--- src/rtl/rxei_pkg.sv ---
// Package: shared codes for receiver electrical idle inference.
// Assumes the select code is 3 bits and the rate code is 2 bits.
package rxei_pkg;
    localparam logic [1:0] RATE_G1 = 2'b00;
    localparam logic [1:0] RATE_G2 = 2'b01;
    localparam logic [1:0] RATE_G3 = 2'b10;

    localparam logic [2:0] SEL_COMSKP = 3'b100;
    localparam logic [2:0] SEL_TS     = 3'b101;
    localparam logic [2:0] SEL_EXIT_S = 3'b110;
    localparam logic [2:0] SEL_EXIT_L = 3'b111;

    // Integer ceiling division, used for UI-to-cycle conversion.
    function automatic int ceil_div(input int num, input int den);
        return (num + den - 1) / den;
    endfunction
endpackage

--- src/rtl/rxei_window_lut.sv ---
// Module: maps select and rate codes to a window length in cycles and an
// enable. Assumes every defined window is at least 1 cycle and fits CNT_W.
module rxei_window_lut
    import rxei_pkg::*;
#(
    parameter int UI_PER_CLK_G1 = 20,
    parameter int UI_PER_CLK_G2 = 20,
    parameter int CYC_PER_MS    = 125000,
    parameter int CNT_W         = 25
) (
    input  logic [2:0]       sel_i,
    input  logic [1:0]       rate_i,
    output logic             en_o,
    output logic [CNT_W-1:0] limit_o
);
    localparam int LEN_MS128   = 128 * CYC_PER_MS;
    localparam int LEN_TS_G1   = ceil_div(1280, UI_PER_CLK_G1);
    localparam int LEN_TS_G2   = ceil_div(1280, UI_PER_CLK_G2);
    localparam int LEN_EXIT_G1 = ceil_div(2000, UI_PER_CLK_G1);
    localparam int LEN_EXIT_G2 = ceil_div(16000, UI_PER_CLK_G2);

    // Purpose: look up the window for the current mode and rate pair.
    always_comb begin
        en_o    = 1'b0;
        limit_o = '0;
        unique case (sel_i)
            SEL_COMSKP: if (rate_i == RATE_G1 || rate_i == RATE_G2 || rate_i == RATE_G3) begin
                en_o    = 1'b1;
                limit_o = CNT_W'(LEN_MS128);
            end
            SEL_TS: if (rate_i == RATE_G1) begin
                en_o    = 1'b1;
                limit_o = CNT_W'(LEN_TS_G1);
            end else if (rate_i == RATE_G2) begin
                en_o    = 1'b1;
                limit_o = CNT_W'(LEN_TS_G2);
            end
            SEL_EXIT_S: if (rate_i == RATE_G1) begin
                en_o    = 1'b1;
                limit_o = CNT_W'(LEN_EXIT_G1);
            end else if (rate_i == RATE_G2) begin
                en_o    = 1'b1;
                limit_o = CNT_W'(LEN_EXIT_G2);
            end
            SEL_EXIT_L: if (rate_i == RATE_G1) begin
                en_o    = 1'b1;
                limit_o = CNT_W'(LEN_MS128);
            end
            default: ;
        endcase
    end
endmodule

--- src/rtl/rxei_event_pick.sv ---
// Module: selects which decoder pulse restarts the window for the current
// mode. Assumes the pulses are already in the parallel clock domain.
module rxei_event_pick
    import rxei_pkg::*;
(
    input  logic [2:0] sel_i,
    input  logic       comskp_i,
    input  logic       ts_i,
    input  logic       exit_i,
    output logic       event_o
);
    // Purpose: route the one watched pulse; the other pulses are dropped.
    always_comb begin
        unique case (sel_i)
            SEL_COMSKP:             event_o = comskp_i;
            SEL_TS:                 event_o = ts_i;
            SEL_EXIT_S, SEL_EXIT_L: event_o = exit_i;
            default:                event_o = 1'b0;
        endcase
    end
endmodule

--- src/rtl/rxei_cfg_watch.sv ---
// Module: flags any change of the configuration word since the last edge.
// Assumes the configuration may change on any cycle; loads it during reset.
module rxei_cfg_watch #(
    parameter int CFG_W = 5
) (
    input  logic             clk,
    input  logic             rst_n,
    input  logic [CFG_W-1:0] cfg_i,
    output logic             changed_o
);
    logic [CFG_W-1:0] cfg_q;

    // Purpose: keep last cycle's configuration (taken as-is during reset).
    always_ff @(posedge clk) begin
        cfg_q <= cfg_i;
        if (!rst_n) cfg_q <= cfg_i;
    end

    // Purpose: report a difference against the stored configuration.
    assign changed_o = (cfg_i != cfg_q);
endmodule

--- src/rtl/rxei_window_timer.sv ---
// Module: saturating quiet-cycle counter with a registered idle flag.
// Assumes limit_i >= 1 whenever en_i is high and is stable unless restart_i.
module rxei_window_timer #(
    parameter int CNT_W = 25
) (
    input  logic             clk,
    input  logic             rst_n,
    input  logic             en_i,
    input  logic             restart_i,
    input  logic             event_i,
    input  logic [CNT_W-1:0] limit_i,
    output logic             flag_o
);
    logic [CNT_W-1:0] cnt_q;
    logic             flag_q;

    // Purpose: count quiet edges up to the limit and raise the flag there.
    always_ff @(posedge clk) begin
        if (!rst_n || restart_i || !en_i || event_i) begin
            cnt_q  <= '0;
            flag_q <= 1'b0;
        end else if (cnt_q < limit_i) begin
            cnt_q  <= cnt_q + 1'b1;
            flag_q <= ((cnt_q + 1'b1) == limit_i);
        end else begin
            flag_q <= 1'b1;
        end
    end

    assign flag_o = flag_q;

    p_cnt_bound_r7: assert property (@(posedge clk) disable iff (!rst_n)
        (cnt_q <= limit_i) || restart_i || !en_i);

    p_rise_full_r7: assert property (@(posedge clk) disable iff (!rst_n)
        $rose(flag_q) |-> ($past(cnt_q) == limit_i - 1'b1) && !$past(event_i));

    p_event_clear_r8: assert property (@(posedge clk) disable iff (!rst_n)
        event_i |=> !flag_q && (cnt_q == '0));

    p_restart_clear_r9: assert property (@(posedge clk) disable iff (!rst_n)
        restart_i |=> !flag_q && (cnt_q == '0));
endmodule

--- src/rtl/rx_idle_infer.sv ---
// Module: top of receiver electrical idle inference for one lane.
// Assumes decoder pulses and codes are synchronous to clk; reset is
// synchronous and active low.
module rx_idle_infer #(
    parameter int UI_PER_CLK_G1 = 20,
    parameter int UI_PER_CLK_G2 = 20,
    parameter int CYC_PER_MS    = 125000
) (
    input  logic       clk,
    input  logic       rst_n,
    input  logic [2:0] infer_sel_i,
    input  logic [1:0] rate_i,
    input  logic       comskp_seen_i,
    input  logic       ts_seen_i,
    input  logic       eidle_exit_seen_i,
    output logic       idle_inferred_o
);
    localparam int CNT_W = $clog2(128 * CYC_PER_MS + 16001) + 1;

    logic             win_en;
    logic [CNT_W-1:0] win_len;
    logic             watched_ev;
    logic             cfg_changed;

    rxei_window_lut #(
        .UI_PER_CLK_G1(UI_PER_CLK_G1),
        .UI_PER_CLK_G2(UI_PER_CLK_G2),
        .CYC_PER_MS   (CYC_PER_MS),
        .CNT_W        (CNT_W)
    ) lut_i (
        .sel_i  (infer_sel_i),
        .rate_i (rate_i),
        .en_o   (win_en),
        .limit_o(win_len)
    );

    rxei_event_pick pick_i (
        .sel_i   (infer_sel_i),
        .comskp_i(comskp_seen_i),
        .ts_i    (ts_seen_i),
        .exit_i  (eidle_exit_seen_i),
        .event_o (watched_ev)
    );

    rxei_cfg_watch #(.CFG_W(5)) watch_i (
        .clk      (clk),
        .rst_n    (rst_n),
        .cfg_i    ({infer_sel_i, rate_i}),
        .changed_o(cfg_changed)
    );

    rxei_window_timer #(.CNT_W(CNT_W)) timer_i (
        .clk      (clk),
        .rst_n    (rst_n),
        .en_i     (win_en),
        .restart_i(cfg_changed),
        .event_i  (watched_ev),
        .limit_i  (win_len),
        .flag_o   (idle_inferred_o)
    );

    p_off_mode_r1: assert property (@(posedge clk) disable iff (!rst_n)
        !infer_sel_i[2] |=> !idle_inferred_o);

    p_undef_pair_r6: assert property (@(posedge clk) disable iff (!rst_n)
        !win_en |=> !idle_inferred_o);

    p_reset_clear_r10: assert property (@(posedge clk)
        !rst_n |=> !idle_inferred_o);
endmodule

--- config.mk ---
export PLATFORM = sky130hd
export DESIGN_NAME = rx_idle_infer
export DESIGN_NICKNAME = d
export VERILOG_FILES = /design/src/rtl/rxei_pkg.sv /design/src/rtl/rxei_window_lut.sv /design/src/rtl/rxei_event_pick.sv /design/src/rtl/rxei_cfg_watch.sv /design/src/rtl/rxei_window_timer.sv /design/src/rtl/rx_idle_infer.sv
export SDC_FILE = /design/constraint.sdc
export NUM_CORES = 1
export LEC_CHECK = 0
export ABC_AREA = 1
export CORE_MARGIN = 2
export CORE_UTILIZATION = 40
export CTS_CLUSTER_DIAMETER = 60
export DETAILED_ROUTE_END_ITERATION = 6
export GPL_ROUTABILITY_DRIVEN = 0
export HOLD_SLACK_MARGIN = 0.1
export PLACE_DENSITY = 0.67
export SYNTH_ARGS = -nofsm -noshare
export SYNTH_HDL_FRONTEND = slang
export SYNTH_SLANG_ARGS = --single-unit
--- constraint.sdc ---
create_clock -name clk -period 2.9 [get_ports clk]
set_clock_uncertainty 0.15 [all_clocks]
set_input_delay 0.58 -clock clk [delete_from_list [all_inputs] [get_ports clk]]
set_output_delay 0.58 -clock clk [all_outputs]
set_load 0.03 [all_outputs]
* After elaboration in Yosys (flattened, before gate mapping)
Index checks and enable logic that the tools add are counted.
** Storage, ports and cells
- Output and inout bits :: 1
- Register bits :: 31
- Word-level logic and storage cells :: 37
** Cells by class
- Eq/ne operators :: 8
- $lt $le $gt $ge :: 1
- Mux-type cells :: 14
- Reductions and logical operators :: 10
- Add/sub/neg operators :: 1
** Operators by type and width (number)
- case mux 25 bit (4 select lines) :: 1
- two-way mux 25 bit :: 2
- two-way mux 24 bit :: 2
- adder 25 x 1 -> 25 bit (second input constant) :: 1
- == test 25 bit :: 1
- less-than comparator 25 bit :: 1
- == test 3 bit (second input constant) :: 4
- two-way mux 10 bit :: 1
- two-way mux 7 bit :: 1
- case mux 1 bit (3 select lines) :: 2
- logical OR 1 bit :: 5
- two-way mux 1 bit :: 5
- != test 5 bit :: 1
- OR reduction 2 bit :: 2
- == test 2 x 1 -> 1 bit (second input constant) :: 1
- == test 2 bit (second input constant) :: 1
- zero test 1 bit :: 2
- zero test 2 bit :: 1

* Depth between registers and ports, before layout
Gate-level depths: netlist of run 1.
- Depth after elaboration :: 8
- Depth in mapped cells :: 16
- Gate-level depth less buffers :: 15

* Hierarchy
Synthesis of run 1 repeated with hierarchy kept, for this count alone.
** Unflattened totals
- Cells, all modules :: 576
- Area total of the unflattened synthesis :: 3268.1 sq um
** By module, submodules not included
- rxei_window_timer :: cells an instance 495, area an instance 2785.2 sq um, times used 1
- rxei_window_lut :: cells an instance 45, area an instance 259.0 sq um, times used 1
- rxei_cfg_watch :: cells an instance 28, area an instance 192.7 sq um, times used 1
- rxei_event_pick :: cells an instance 8, area an instance 31.3 sq um, times used 1

* Worst setup path after synthesis of run 1
Ideal clock, no wire load.
- Kind :: input-to-reg
- From :: input port rate_i[0]
- To :: register timer_i.cnt_q[21]
- Setup time :: 116 ps
- Stages on the path :: 14
- Setup slack :: 285 ps
- Data arrival time :: 2349 ps
- Cell sequence :: nor2_1 > nand4_1 > nand2_1 > inv_2 > ha_1 > a21oi_1 > nand2_1 > nand2_1 > a21oi_1 > nor4_1 > nand2_1 > clkbuf_1 > o21ai_0 > nor2_1
** On the way
- Cells in the longest elaborated chain, start to end :: 8
** Ends and longest elaborated chain
- start: declaration :: line rx_idle_infer.sv:12 : input logic [1:0] rate_i,
- branches (longest 8 deep; another with less-than comparator 25 bit)
- end signal: assignment :: line rxei_window_timer.sv:23 : cnt_q <= cnt_q + 1'b1;
- end: declaration :: line rxei_window_timer.sv:14 : logic [CNT_W-1:0] cnt_q;
Several ways; the timed one is not identified.
A chain may end at the register's enable or synchronous reset.

* Worst setup path in the final report of run 1
- From :: input port rate_i[1]
- To :: register timer_i.cnt_q[6]
The elaborated chain is that of the path after synthesis.

==> results of run 1 <==
[cells in the mapped netlist, drive strengths merged]
cell	n	area, um2
a211oi	2	15.01
a21oi	26	130.1
a31oi	1	6.260
and2	1	6.260
and3	1	6.260
buf	6	41.28
clkbuf	3	11.26
dfxtp	31	620.6
ha	12	150.1
inv	51	191.4
nand2	135	521.8
nand3	32	165.2
nand3b	2	15.01
nand4	12	75.07
nor2	65	290.3
nor3	4	20.02
nor4	1	6.260
o2111ai	1	8.760
o21ai	26	130.1
o31ai	1	7.510
or2	1	6.260
xor2	2	25.03
[layer usage]
metal / global-route usage / wire (um) / part of all wire
met1: 0.2889 / 3147 / 0.46
met2: 0.3823 / 3187 / 0.46
met3: 0.04130 / 352 / 0.051
met4: 0.09833 / 179 / 0.026
met5: 0 / 0 / 0
[per-stage QoR]
step	cell area [um2]	TNS, ns	total power, mW
2_1_floorplan	2450	0	0.5133
3_3_place_gp	2814	-6.925	0.5735
3_5_place_dp	2814	-9.279	0.5754
4_1_cts	2945	0	0.9867
5_1_grt	2998	0	1.043
6_report	2998	0	1.002
[worst min path at each step]
stage / from / end / slack (ns) / depth (start not counted)
3_3_place_gp: timer_i.cnt_q[5]$_SDFFE_PP0N_ / timer_i.cnt_q[5]$_SDFFE_PP0N_ / 0.36 / 2
5_1_grt: timer_i.cnt_q[24]$_SDFFE_PP0N_ / timer_i.cnt_q[24]$_SDFFE_PP0N_ / 0.41 / 2
6_report: timer_i.cnt_q[5]$_SDFFE_PP0N_ / timer_i.cnt_q[5]$_SDFFE_PP0N_ / 0.37 / 2
3_5_place_dp: timer_i.cnt_q[5]$_SDFFE_PP0N_ / timer_i.cnt_q[5]$_SDFFE_PP0N_ / 0.36 / 2
2_1_floorplan: timer_i.cnt_q[24]$_SDFFE_PP0N_ / timer_i.cnt_q[24]$_SDFFE_PP0N_ / 0.33 / 2
4_1_cts: timer_i.cnt_q[5]$_SDFFE_PP0N_ / timer_i.cnt_q[5]$_SDFFE_PP0N_ / 0.37 / 2
[repair_timing]
action,CTS,global route
cloned,1,1
setup buffers,1,1
resized for setup,12,17
setup endpoints to repair,24,26
pin swaps,4,4
[registers in the layout, summed over array words and instances, names as in the netlist]
name            flops
watch_i.cfg_q       5
timer_i.flag_o      1
timer_i.cnt_q      25
[cells by family (layout without fill, tap and decap cells)]
kind of cell | Yosys count | in the layout
xor+xnor | 2 | 2
compound gates | 57 | 57
flops | 31 | 31
buf+inv | 60 | 101
simple gates | 254 | 254
fa+ha+maj | 12 | 12
[worst reg2reg max path, stage by stage (launching register included)]
cell and delay (ns):
dfxtp_1 0.42, ha_1 0.26, nand2_1 0.10, nor2_2 0.14, buf_4 0.21, nand2_4 0.09
nor2_4 0.15, xor2_2 0.16, nand2_1 0.07, nor2_1 0.14, nand2_1 0.07, nor2_1 0.08
nand3_1 0.08, a21oi_1 0.13
[area by class of cell]
cell class / count / area (um2)
flip-flops and latches: 31 / 620.6
fillers: 609 / 2923
well taps: 75 / 93.84
inverters: 51 / 198.9
repair buffers: 42 / 379.1
clock inverters: 1 / 7.507
multi-input cells: 325 / 1602
clock buffers: 7 / 96.34
[where the power goes]
part / switching, mW / total, mW / internal (mW)
logic: 0.0953 / 0.171 / 0.0760
registers: 0.00197 / 0.431 / 0.429
clock network: 0.183 / 0.399 / 0.216
total: 0.281 / 1.00 / 0.721
==> results.md, run 1 <==
- Largest net degree at the start of global routing: 27
- Die width: 82.26 um
- DR WL/cell: approximately 13 um
- Hold WS: 0.3705 ns
- Die Y: slightly above 80 um
- Crit Path Class: in2reg
- Worst Setup SP: rate_i[1]
- Root Buffer: clkbuf_8
- # rows: 28
- Non-filler cells, final: 532
- Flop2flop setup slack: about 0.58 ns
- CP startpoint kind: primary input
- Leak Pwr: about 1.4 nW
- Largest family of logic cells by synthesized area: simple AND/OR/NAND/NOR gates
- Crit path buf inv count: 4
- TritonCTS clock tree: built
- Most frequent cells in the layout: nand2_1 (129), nor2_1 (56), inv_1 (46)
- Run status: complete, no violations
- Power per cell area: between 300 and 400 nW/um2
- Clk pin slew, worst setup/hold paths: 0.08 ns
- Most common cell after layout, fill and taps aside: nand2_1
- Sequential area share after synthesis: 0.2533
- Worst R2R Path Depth: 13
- CP max stage delay: roughly 0.32 ns
- Reg2reg start: timer_i.cnt_q[0]$_SDFFE_PP0N_
- Worst path required time: around 3.0 ns
- CORE AREA: 5921 um2
- Crit path cell chain: dlygate4sd2_1 > nor2_2 > nand4_1 > nand2_2 > inv_4 > ha_1 > a21oi_1 > o21ai_0 > nor4_2 > nand2_2 > buf_4 > clkbuf_16 > a21oi_1
- Maximum clock frequency: 0.3611 GHz
- H-tree depth: 2
- Final hold viol count: 0
- Initial Util: 0.4138
- Congestion Overflow GR: 0
- Multiplexer area fraction after synthesis: 0
- Vias after detailed routing: roughly 2800
- Number of synthesized register bits: 31
- Inserted Clock Buffers: 5
- CP Depth: 13
- Post-Synth Adder-Cell Area: 0.06129
- Worst min-delay path class: reg2reg
- # placed instances: 520
- Die footprint: between 6000 and 7000 um2
- Antenna violations before repair: 0
- CP Max Fanout: 9
- Mapped Nets: 438
- Setup violators final: 0
- P&R area growth vs syn: 22.37%
- CP endpoint: timer_i.cnt_q[6]$_SDFFE_PP0N_
- Synth Area in Simple Gates: 0.4540
- Worst-skew pair later-pin latency: 0.29 ns
- Max-Slew Margin vs Limit: 0.7906
- Clk sinks: 31
- DRC Markers: 0
- Yosys cell types: 33
- First drt pass iteration count: 6
- Synth Instances: approximately 420
- Reg2reg end: timer_i.flag_o$_SDFF_PP0_
- Post-route clock period utilization: 0.9550
- Synth Warn #: 0
- # hold bufs at CTS: 0
- Final Util: 0.5063
- VDD IR max: ~0.00020 V
- Total Routing Usage GR: 0.2294
- Synth Area per Inst: 5.889 um2
- First-pass GRT wire length: ~12000 um
- DR vias/cell: between 5 and 6
- CP Capture Type: register
- Port bufs: 10
- HPWL after DPL: around 5000 um
- Slew @ Worst Pin: around 0.31 ns
- Final WS setup: ~0.13 ns
- Clock Path Buffers: 2
- Place WS: -0.4063 ns
- RSZ-0062 raised after global routing: no
- I/O pin cnt: 11
- Synth Area in XOR/XNOR: 0.01021
- Fin. max-slew vios: 0
- Critical path's slowest cell: nor4_2
- # diodes: 0
- Top delay family on crit path: simple AND/OR/NAND/NOR gates
- Cell area after synthesis: 2450 um2
- Share of cells above drive strength 1: 0.1400
- Maximum Capacitance Violations: 0
- Tmin final: roughly 2.8 ns
- Initial drt markers: 190
- Number of global-route vias before repair: 2601
- Nets: roughly 480
- Synth Area in Compound Gates: 0.1216
- Worst Path Arrival: between 2 and 3 ns
- Routed WL: 6866 um
- Final ANT Viol Nets: 0
Power figures use the tool's default switching activity.
==> run 2, diff against run 1 <==
--- a/config.mk
+++ b/config.mk
@@ -5,7 +5,6 @@
 export SDC_FILE = /design/constraint.sdc
 export NUM_CORES = 1
 export LEC_CHECK = 0
-export ABC_AREA = 1
 export CORE_MARGIN = 2
 export CORE_UTILIZATION = 40
 export CTS_CLUSTER_DIAMETER = 60
==> results.md, run 2 <==
- RSZ-0062 raised after global routing: yes
- Top delay family on crit path: compound AO/OA/AOI/OAI gates
- # diodes: 0
- Die width: 81.98 um
- Place WS: -0.9200 ns
- Most common cell after layout, fill and taps aside: buf_4
- CP Max Fanout: 5
- Fin. max-slew vios: 0
- VDD IR max: between 0.0002 and 0.00025 V
- Run status: finished, violations left
- H-tree depth: 2
- Initial drt markers: 201
- CP endpoint: timer_i.cnt_q[16]$_SDFFE_PP0N_
- Antenna violations before repair: 0
- Synth Instances: 306
- Sequential area share after synthesis: 0.2551
- Reg2reg end: timer_i.flag_o$_SDFF_PP0_
- CP Depth: 13
- Die Y: about 82 um
- Mapped Nets: 328
- Worst R2R Path Depth: 7
- Internal power: approximately 0.74 mW
- CP max stage delay: approximately 0.42 ns
- Clock network fraction of total power: 0.385
- Top reg by flops: timer_i.cnt_q
- Net Switching: about 0.27 mW
- Power per cell area: between 300 and 400 nW/um2
- CORE AREA: between 5000 and 6000 um2
- I/O pin cnt: 11
- Max reg flops: 25
- Top cells by area, synth: dfxtp_1 (26%), o31ai_1 (6.8%), or4_1 (6.8%)
- Flop2flop setup slack: approximately 0.17 ns
- P&R area growth vs syn: 31.17%
- Nets: between 300 and 400
- Power Total: between 1 and 1.5 mW
- Crit Path Class: in2reg
- Congestion Overflow GR: 0
- Clock Path Buffers: 2
- Synth top area share: 0.2551
- TritonCTS clock tree: built
- Crit path buf inv count: 4
- Yosys cell types: about 50
- Non-filler cells, final: 420
- DR WL/cell: approximately 17 um
- HPWL after DPL: 4361 um
- Synth Area per Inst: slightly below 8 um2
- Die footprint: between 6000 and 7000 um2
- Number of global-route vias before repair: 2382
- CP startpoint kind: primary input
- Leak Pwr: about 1.1 nW
- Ys flop type: dfxtp_1
- Post-synth EDFFs: 0
- Share of cells above drive strength 1: 0.2696
- # rows: 28
- # placed instances: 400
- DRC Markers: 0
- Hold WS: between 0.3 and 0.4 ns
- Maximum Capacitance Violations: 0
- Worst Path Arrival: between 3 and 4 ns
- Setup violators final: 23
- Number of synthesized register bits: 31
- Vias after detailed routing: around 2600
- Final WS setup: -0.1325 ns
- Initial Util: 0.4133
- Root Buffer: clkbuf_8
- Slew @ Worst Pin: between 0.5 and 0.6 ns
- Crit-path most repeated cell: buf_6
- DR vias/cell: between 6 and 7
- Final hold viol count: 0
- Yosys top cell by area: dfxtp_1
- Share of async-settable or async-resettable flops after synthesis: 0
- CP Capture Type: register
- Routed WL: a little over 7000 um
- Worst min-delay path class: in2reg
- Clk sinks: 31
- Tmin final: roughly 3.0 ns
- Inserted Clock Buffers: 5
- Sw frac: 0.2696
- Worst-skew pair later-pin latency: just under 0.3 ns
- Cell area after synthesis: ~2400 um2
- Flop pwr share: 0.426
- Worst path required time: about 3.0 ns
- Crit path cell chain: buf_8 > a2111oi_4 > a41oi_4 > buf_12 > ha_4 > a211o_1 > o21ai_1 > nand4_1 > buf_6 > buf_6 > o221a_4 > or4_4 > a21oi_2
- Largest net degree at the start of global routing: 32
- Total Routing Usage GR: 0.2264
- Synth Warn #: 0
- Port bufs: 10
- Post-synth top cells: a21oi_1 (31), dfxtp_1 (31), o31ai_1 (22), or4_1 (22), nand2_1 (20)
- Max-Slew Margin vs Limit: 0.6555
- Worst Setup SP: rate_i[0]
- Post-route clock period utilization: 1.046
- Final Util: 0.5421
- Reg2reg start: timer_i.cnt_q[5]$_SDFFE_PP0N_
- Failing checks: negative setup slack
- Most frequent cells in the layout: buf_4 (35), dfxtp_1 (31), a21oi_1 (27)
- # hold bufs at CTS: 0
- Maximum clock frequency: around 0.33 GHz
- First-pass GRT wire length: approximately 12000 um
- First drt pass iteration count: 4
- Final ANT Viol Nets: 0
- Combinational fraction of design power: 0.188
- Critical path's slowest cell: or4_4
- Clk pin slew, worst setup/hold paths: ~0.070 ns
## run 2: changes by cell type after synthesis, moves of 13 or more
cell / before / now
o31ai_1: 1 / 22
nand2_1: 131 / 20
nor2_1: 58 / 17
o21ai_0: 24 / 3
nand3_1: 31 / 18
or4_1: 0 / 22
inv_1: 47 / 6
## run 2: final cells by class
cell class,instances,area (um2)
repair buffers,54,483.0
inverters,7,26.28
flip-flops and latches,31,620.6
multi-input cells,245,1867
fillers,527,2695
clock buffers,8,100.1
well taps,75,93.84
## run 2: worst min-delay path by stage
stage,start,to,cells past startpoint
5_1_grt,infer_sel_i[2],watch_i.cfg_q[4]$_DFF_P_,2
4_1_cts,infer_sel_i[2],watch_i.cfg_q[4]$_DFF_P_,2
6_report,infer_sel_i[2],watch_i.cfg_q[4]$_DFF_P_,2
3_3_place_gp,timer_i.cnt_q[23]$_SDFFE_PP0N_,timer_i.cnt_q[23]$_SDFFE_PP0N_,2
2_1_floorplan,timer_i.cnt_q[23]$_SDFFE_PP0N_,timer_i.cnt_q[23]$_SDFFE_PP0N_,2
3_5_place_dp,timer_i.cnt_q[23]$_SDFFE_PP0N_,timer_i.cnt_q[23]$_SDFFE_PP0N_,2
## run 2: logic make-up (layout without fill, tap and decap cells)
kind of cell | after synthesis | in the layout | share of synthesized area
fa+ha+maj | 12 | 12 | 0.06173
compound gates | 83 | 88 | 0.2274
simple gates | 121 | 121 | 0.2917
buf+inv | 35 | 69 | 0.07355
xor+xnor | 19 | 19 | 0.06842
mux | 5 | 5 | 0.02212
flops | 31 | 31 | 0.2551
## run 2: power groups by stage
stage                     logic [mW]  clock network [mW]  registers, mW
after CTS                      0.178               0.397          0.431
after floorplan               0.0905                   0          0.441
final                          0.190               0.390          0.431
after global routing           0.203               0.417          0.431
after global placement         0.123                   0          0.441
after detailed placement       0.126                   0          0.441
## run 2: routing by layer
| layer | vias to the layer above | routed length [um] | track usage |
|---|---|---|---|
| li1 | 1264 | - | - |
| met1 | 1218 | 3072 | 0.3001 |
| met2 | 93 | 3320 | 0.3512 |
| met3 | 26 | 465 | 0.04066 |
| met4 | 0 | 309 | 0.1133 |
| met5 | - | 0 | 0 |
## run 2: what timing repair did
item | in CTS | in global routing
buffers inserted | 7 | 0
resized for setup | 40 | 17
setup endpoints to repair | 26 | 26
gates cloned | 5 | 0
hold endpoints to repair | 0 | 0
pin swaps | 12 | 10
## run 2: per-stage QoR
step	area (um2)	setup TNS [ns]
2_1_floorplan	2505	-6.606
3_3_place_gp	2801	-18.79
3_5_place_dp	2801	-20.82
4_1_cts	3110	-2.213
5_1_grt	3191	-4.801
6_report	3191	-1.388
==> run 3, diff against run 2 <==
--- a/config.mk
+++ b/config.mk
@@ -12,6 +12,7 @@
 export GPL_ROUTABILITY_DRIVEN = 0
 export HOLD_SLACK_MARGIN = 0.1
 export PLACE_DENSITY = 0.67
+export SLEW_MARGIN = 20
 export SYNTH_ARGS = -nofsm -noshare
 export SYNTH_HDL_FRONTEND = slang
 export SYNTH_SLANG_ARGS = --single-unit
==> results of run 3 <==
No change in the layout: final DEF, timing and power equal those of run 2.
